===== config.mk =====
export PLATFORM = sky130hd
export DESIGN_NAME = sfc_seq
export DESIGN_NICKNAME = d
export VERILOG_FILES = /design/src/rtl/sfc_pkg.sv /design/src/rtl/sfc_cfgchk.sv /design/src/rtl/sfc_sckgen.sv /design/src/rtl/sfc_seq.sv
export SDC_FILE = /design/constraint.sdc
export NUM_CORES = 1
export LEC_CHECK = 0
export CAP_MARGIN = 20
export CORE_UTILIZATION = 40
export DETAILED_ROUTE_END_ITERATION = 10
export HOLD_SLACK_MARGIN = 0.05
export PLACE_DENSITY = 0.73
export SKIP_CTS_REPAIR_TIMING = 1
export SLEW_MARGIN = 20
export SYNTH_ARGS = -nofsm -noshare
export SYNTH_HDL_FRONTEND = slang
export SYNTH_SLANG_ARGS = --single-unit
export TNS_END_PERCENT = 20

===== constraint.sdc =====
create_clock -name clk -period 8.3 [get_ports clk]
set_input_delay 2.075 -clock clk [delete_from_list [all_inputs] [get_ports clk]]
set_output_delay 2.075 -clock clk [all_outputs]
set_load 0.005 [all_outputs]

===== src/rtl/sfc_pkg.sv =====
package sfc_pkg;

    localparam int DCNT_W    = 32;
    localparam int MAX_DUMMY = 32;

    typedef enum logic [3:0] {
        PH_IDLE, PH_INS, PH_ADR, PH_MODE, PH_DUM,
        PH_DLOAD, PH_DATA, PH_END, PH_GAP
    } phase_e;

    typedef struct packed {
        logic [1:0]        ins_len;
        logic [7:0]        ins_code;
        logic [2:0]        adr_len;
        logic [31:0]       adr;
        logic              mode_en;
        logic [7:0]        mode_code;
        logic [5:0]        dummy;
        logic [DCNT_W-1:0] dcnt;
        logic              write;
    } cmd_t;

    typedef struct packed {
        logic [31:0] sh;
        logic [5:0]  bits;
    } load_t;

    localparam cmd_t CMD_RESET = '{ins_len: 2'd1, ins_code: 8'h00, adr_len: 3'd3,
                                   adr: 32'h0, mode_en: 1'b0, mode_code: 8'h00,
                                   dummy: 6'd0, dcnt: '0, write: 1'b0};

    // First enabled phase strictly after 'cur'; phases run in fixed order.
    function automatic phase_e next_phase(phase_e cur, cmd_t c);
        if (int'(cur) < int'(PH_INS) && c.ins_len != 2'd0) return PH_INS;
        if (int'(cur) < int'(PH_ADR) && c.adr_len != 3'd0) return PH_ADR;
        if (int'(cur) < int'(PH_MODE) && c.mode_en) return PH_MODE;
        if (int'(cur) < int'(PH_DUM) && c.adr_len != 3'd0 && c.dummy != 6'd0) return PH_DUM;
        if (int'(cur) < int'(PH_DLOAD) && c.dcnt != '0) return PH_DLOAD;
        return PH_END;
    endfunction

    // Shift register image and bit count on entry to a serial phase.
    function automatic load_t load_phase(phase_e ph, cmd_t c);
        load_t l;
        l.sh   = '0;
        l.bits = '0;
        case (ph)
            PH_INS: begin
                l.sh   = {c.ins_code, c.ins_code, 16'h0000};
                l.bits = (c.ins_len == 2'd2) ? 6'd16 : 6'd8;
            end
            PH_ADR: begin
                l.sh   = c.adr << (8 * (4 - int'(c.adr_len)));
                l.bits = {c.adr_len, 3'b000};
            end
            PH_MODE: begin
                l.sh   = {c.mode_code, 24'h000000};
                l.bits = 6'd8;
            end
            PH_DUM: begin
                l.sh   = '1;
                l.bits = c.dummy;
            end
            default: ;
        endcase
        return l;
    endfunction

endpackage


===== src/rtl/sfc_cfgchk.sv =====
module sfc_cfgchk
    import sfc_pkg::*;
(
    input  logic [1:0] ins_len,
    input  logic [2:0] adr_len,
    input  logic [5:0] dummy,
    input  logic       resume_ok,
    output logic       bad
);
    logic ins_rsvd, adr_rsvd, dum_rsvd, no_ins_blocked;

    always_comb begin
        ins_rsvd       = (ins_len == 2'd3);
        adr_rsvd       = (adr_len > 3'd4);
        dum_rsvd       = (adr_len != 3'd0) && (int'(dummy) > MAX_DUMMY);
        no_ins_blocked = (ins_len == 2'd0) && !resume_ok;
        bad            = ins_rsvd || adr_rsvd || dum_rsvd || no_ins_blocked;
    end
endmodule


===== src/rtl/sfc_sckgen.sv =====
module sfc_sckgen #(
    parameter int CLK_DIV = 4
) (
    input  logic clk,
    input  logic rst,
    input  logic run,
    output logic sck,
    output logic smp,
    output logic bit_end
);
    localparam int HALF = CLK_DIV / 2;
    localparam int CW   = (CLK_DIV > 2) ? $clog2(CLK_DIV) : 1;

    logic [CW-1:0] cnt;

    always_ff @(posedge clk) begin
        if (rst || !run) cnt <= '0;
        else if (cnt == CW'(CLK_DIV - 1)) cnt <= '0;
        else cnt <= cnt + 1'b1;
    end

    assign sck     = run && (cnt >= CW'(HALF));
    assign smp     = run && (cnt == CW'(HALF - 1));
    assign bit_end = run && (cnt == CW'(CLK_DIV - 1));

    AST_SMP_BEFORE_RISE: assert property (@(posedge clk) disable iff (rst) smp |=> sck);
    AST_IDLE_LOW: assert property (@(posedge clk) disable iff (rst) !run |=> (cnt == '0));
endmodule


===== src/rtl/sfc_seq.sv =====
module sfc_seq
    import sfc_pkg::*;
#(
    parameter int CLK_DIV = 4
) (
    input  logic        clk,
    input  logic        rst,
    input  logic        start,
    input  logic [1:0]  ins_len,
    input  logic [7:0]  ins_code,
    input  logic [2:0]  adr_len,
    input  logic [31:0] adr,
    input  logic        mode_en,
    input  logic [7:0]  mode_code,
    input  logic [5:0]  dummy_cnt,
    input  logic [31:0] data_cnt,
    input  logic        write_en,
    output logic        busy,
    output logic        done,
    output logic        cfg_err,
    output logic        sck,
    output logic        cs_n,
    output logic        mosi,
    input  logic        miso,
    input  logic [7:0]  wr_data,
    input  logic        wr_valid,
    output logic        wr_ready,
    output logic [7:0]  rd_data,
    output logic        rd_valid,
    input  logic        rd_ready
);
    localparam int GW = (CLK_DIV > 2) ? $clog2(CLK_DIV) : 1;

    phase_e        state;
    cmd_t          cfg, cmd_in;
    logic [31:0]   sh;
    logic [5:0]    bits;
    logic [7:0]    rx;
    logic [GW-1:0] gcnt;
    logic          resume_ok, cfg_bad, run, smp, bit_end;
    phase_e        nx_start, nx_cur;
    load_t         ld_start, ld_cur;

    assign cmd_in = '{ins_len: ins_len, ins_code: ins_code, adr_len: adr_len, adr: adr,
                      mode_en: mode_en, mode_code: mode_code, dummy: dummy_cnt,
                      dcnt: data_cnt, write: write_en};

    sfc_cfgchk i_chk (
        .ins_len  (ins_len),
        .adr_len  (adr_len),
        .dummy    (dummy_cnt),
        .resume_ok(resume_ok),
        .bad      (cfg_bad)
    );

    always_comb begin
        run = (state == PH_INS) || (state == PH_ADR) || (state == PH_MODE) ||
              (state == PH_DUM) || (state == PH_DATA);
        nx_start = next_phase(PH_IDLE, cmd_in);
        nx_cur   = next_phase(state, cfg);
        ld_start = load_phase(nx_start, cmd_in);
        ld_cur   = load_phase(nx_cur, cfg);
    end

    sfc_sckgen #(.CLK_DIV(CLK_DIV)) i_sck (
        .clk    (clk),
        .rst    (rst),
        .run    (run),
        .sck    (sck),
        .smp    (smp),
        .bit_end(bit_end)
    );

    assign mosi     = sh[31];
    assign cs_n     = (state == PH_IDLE) || (state == PH_GAP);
    assign busy     = (state != PH_IDLE);
    assign wr_ready = (state == PH_DLOAD) && cfg.write;

    always_ff @(posedge clk) begin
        if (rst) begin
            state     <= PH_IDLE;
            cfg       <= CMD_RESET;
            sh        <= '0;
            bits      <= '0;
            rx        <= '0;
            gcnt      <= '0;
            resume_ok <= 1'b0;
            done      <= 1'b0;
            cfg_err   <= 1'b0;
            rd_data   <= '0;
            rd_valid  <= 1'b0;
        end else begin
            done    <= 1'b0;
            cfg_err <= 1'b0;
            if (rd_valid && rd_ready) rd_valid <= 1'b0;
            if (smp) rx <= {rx[6:0], miso};
            case (state)
                PH_IDLE: if (start) begin
                    if (cfg_bad) begin
                        cfg_err <= 1'b1;
                    end else begin
                        cfg   <= cmd_in;
                        state <= nx_start;
                        sh    <= ld_start.sh;
                        bits  <= ld_start.bits;
                    end
                end
                PH_INS, PH_ADR, PH_MODE, PH_DUM: if (bit_end) begin
                    if (bits == 6'd1) begin
                        state <= nx_cur;
                        sh    <= ld_cur.sh;
                        bits  <= ld_cur.bits;
                    end else begin
                        sh   <= {sh[30:0], 1'b1};
                        bits <= bits - 1'b1;
                    end
                end
                PH_DLOAD: begin
                    if (cfg.write && wr_valid) begin
                        sh    <= {wr_data, 24'h000000};
                        bits  <= 6'd8;
                        state <= PH_DATA;
                    end else if (!cfg.write && !rd_valid) begin
                        sh    <= '0;
                        bits  <= 6'd8;
                        state <= PH_DATA;
                    end
                end
                PH_DATA: if (bit_end) begin
                    if (bits == 6'd1) begin
                        if (!cfg.write) begin
                            rd_data  <= rx;
                            rd_valid <= 1'b1;
                        end
                        cfg.dcnt <= cfg.dcnt - 1'b1;
                        state    <= (cfg.dcnt == 32'd1) ? PH_END : PH_DLOAD;
                    end else begin
                        sh   <= {sh[30:0], 1'b1};
                        bits <= bits - 1'b1;
                    end
                end
                PH_END: if (cfg.write || !rd_valid) begin
                    state <= PH_GAP;
                    gcnt  <= '0;
                end
                PH_GAP: begin
                    if (gcnt == GW'(CLK_DIV - 1)) begin
                        state     <= PH_IDLE;
                        done      <= 1'b1;
                        resume_ok <= cfg.mode_en;
                    end else begin
                        gcnt <= gcnt + 1'b1;
                    end
                end
                default: state <= PH_IDLE;
            endcase
        end
    end

    AST_SCK_UNDER_CS: assert property (@(posedge clk) disable iff (rst) sck |-> !cs_n);
    AST_DUMMY_HIGH: assert property (@(posedge clk) disable iff (rst) (state == PH_DUM) |-> mosi);
    AST_WR_STALL: assert property (@(posedge clk) disable iff (rst) (wr_ready && !wr_valid) |=> !sck);
    AST_RD_HOLD: assert property (@(posedge clk) disable iff (rst)
        (rd_valid && !rd_ready) |=> (rd_valid && $stable(rd_data)));
    AST_ERR_IDLE: assert property (@(posedge clk) disable iff (rst) cfg_err |-> (!busy && cs_n));
    AST_CS_RISE_BUSY: assert property (@(posedge clk) disable iff (rst) $rose(cs_n) |-> busy);
    AST_DONE_SINGLE: assert property (@(posedge clk) disable iff (rst) done |=> !done);
endmodule


==> key figures <==
Yosys
  • Mux share of post-synthesis cell area: 0.0673
  • Sequential fraction of the synthesis area: 0.341
  • Main combinational cell family by area after synthesis: compound AO/OA/AOI/OAI gates
  • Simple-gate share of the synthesized area: 0.201
  • Netlist cell types: 72
  • Post-Synth Adder-Cell Area: 0.0174
  • FF+latch count, synth: 159
  • Syn Nets: 1337
  • Synth warnings: 0
  • Number of flops mapped to enable cells by yosys: 0
  • Main synth FF type: dfxtp_1
  • Post-synthesis compound-gate area fraction: 0.312
  • Synth Area in XOR/XNOR: 0.00750
  • Post-Syn Area per Cell: 7.68 µm²
  • Async SR Flop Fraction: 0
  • Mapped Cells: 1217
  • Mapped cell area: 9350 µm²

Clock tree
  • Clk slew on worst S/H paths: 70 ps
  • CTS tree: done
  • Skew-Pair Late Insertion Delay: 440 ps
  • Htree depth: 4
  • CTS Root Cell: clkbuf_16
  • Num CTS Buffers: 17
  • Clock Sinks: 159
  • Clk buf depth: 2

Timing
  • Slew HR: 0.342
  • Post-Route Skew: 11.8 ps
  • PnR worst setup slack: 3400 ps
  • Slew Viols, Final: 0
  • Unrepaired setup endpoints after global routing: false
  • Total Neg Setup Slack: 0 ps
  • Crit path time final: 4900 ps
  • Setup violators final: 0
  • Worst slew pin tran: 979 ps
  • Tcrit/Tclk final: 0.590
  • Peak Freq: 0.204 GHz
  • Final Hold Vio Count: 0

Worst setup path
  • Endpoint type of the worst setup path: register
  • Critical path's slowest cell: or4b_2
  • Buffers and inverters on the worst path: 4
  • Critical Path, Cell by Cell: clkdlybuf4s50_1, buf_4, inv_1, ha_1, ha_1, or4b_2, nor3_1, buf_4, and2_1, a221oi_1, o32ai_1
  • Crit-path leading delay family: simple AND/OR/NAND/NOR gates
  • CP startpoint kind: input pin
  • Data arrival time of the worst path: 5240 ps
  • Crit Path Max Fanout: 28
  • Critical path class: in2reg
  • Crit path largest cell delay: 700 ps
  • Crit path required time: 8640 ps

Place
  • Post-DP HPWL: 22400 µm
  • DP Area: 10800 µm²
  • Port Buf Inserts: 122
  • Placed instance count: 1575
  • Placer Congestion: 0.970
  • Placement Setup Slack: 3000 ps

Floorplan
  • Initial Utilization: 0.410
  • Core Area: 22800 µm²
  • Die height: 155 µm
  • Die area: 24000 µm²
  • Width of the die: 155 µm
  • I/O Pins: 123
  • Site Rows: 55

Pwr
  • Pwr dens: 282 nW/µm²
  • Leak: 3.93 nW
  • Peak VDD IR: 0.175 mV

Global route
  • First-pass GRT wire length: 50900 µm
  • Initial antenna violation count: 0
  • GR Overflow Total: 0
  • Largest net degree at the start of global routing: 74
  • GRT Util Overall: 0.266
  • Vias in the first global route: 9414

Layout
  • Layout cells sized above 1: 0.0719
  • Most frequent cells in the layout: 172 x nand2_1, 159 x dfxtp_1, 137 x a21oi_1
  • Commonest non-fill, non-tap cell in the layout: nand2_1
  • Layout area overhead: 22.2%
  • Design area: 11400 µm²
  • # diodes: 0
  • Fin nets: 1401
  • Final cell count without fillers: 1607

Route
  • Iter 0 DRT Violations: 900
  • DRC Markers: 0
  • DRT Pass-1 Iters: 8
  • Post-DRT Antenna Nets: 0
  • DR vias: 10167
  • Final WL: 32300 µm
  • DR vias/cell: 6.33
  • Wire per inst: 20.1 µm

Job
  • Max Cap Violations: 0

Status
  • Status: finished clean

Min path
  • HP Class: reg2reg
[state kept, by name, summed over array words and instances, names as in the netlist]
name	flops
bits	6
cfg	93
cfg_err	1
done	1
gcnt	2
i_sck.cnt	2
rd_data	8
rd_valid	1
resume_ok	1
rx	8
sh	32
state	4
[cell usage after synthesis, types with 24 or more instances]
cell	count	area, µm²
nand2_1	172	646
dfxtp_1	159	3180
a21oi_1	137	686
nor2_1	92	345
clkbuf_1	89	334
o21ai_0	68	340
nor3_1	40	200
mux2i_1	37	370
a221oi_1	35	307
inv_1	35	131
a31oi_1	26	163
nand3_1	24	120
[cell type report]
class | count | area, µm²
fill | 2196 | 11400
sequential | 159 | 3180
inverter | 37 | 139
clock buffer | 18 | 439
timing repair buffer | 141 | 1360
clock inverter | 14 | 199
multi-input combinational | 925 | 5710
tap | 313 | 392
[layer usage]
layer  part of all wire  wire [µm]  GRT usage
met5                  0          0          0
met1               0.40      13000      0.343
met4              0.050       1610      0.151
met3               0.10       3330     0.0585
met2               0.44      14400      0.412
[final timing paths]
path	start	to	slack, ps	cells past startpoint
worst max-delay path	adr_len[0]	sh[7]$_SDFFE_PP0P_	3400	11
worst min-delay path	cfg[41]$_SDFFE_PP0P_	cfg[41]$_SDFFE_PP0P_	460	2
worst max register to register	cfg[80]$_SDFFE_PP1P_	sh[25]$_SDFFE_PP0P_	3980	9
worst min register to register	cfg[41]$_SDFFE_PP0P_	cfg[41]$_SDFFE_PP0P_	460	2
[worst register-to-register path: stages (launching register included)]
cell and delay [ps]:
dfxtp_1 870, inv_1 540, ha_1 360, ha_1 250
nor4_1 360, a21boi_0 560, nand3b_1 440, a211oi_1 540
o31ai_1 140, a31oi_1 180
[where the power goes]
group          switching (mW)  total (mW)  leakage (nW)  internal (mW)
Combinational           0.871        1.37          2.33          0.496
Clock                   0.367       0.861         0.306          0.494
Sequential              0.115       0.998          1.29          0.883
Total                    1.35        3.23          3.93           1.87
[per-stage QoR]
stage / power, mW / util / hold WS [ps]
after floorplan: 1.90 / - / 434
after global placement: 2.32 / 0.473 / 442
after detailed placement: 2.33 / 0.473 / 448
after global routing: 3.41 / 0.501 / 474
after CTS: 3.19 / 0.501 / 456
final: 3.23 / 0.501 / 457
[kinds of logic (layout without fill, tap and decap cells)]
logic type / count (synthesis) / after routing
muxes: 60 / 60
AOI/OAI and AO/OA: 435 / 435
adders and majority gates: 13 / 13
buffers and inverters: 133 / 210
xor gates and xnor gates: 8 / 8
and+or+nand+nor: 409 / 409
DFF: 159 / 159
(Power assumes the default switching activity.)
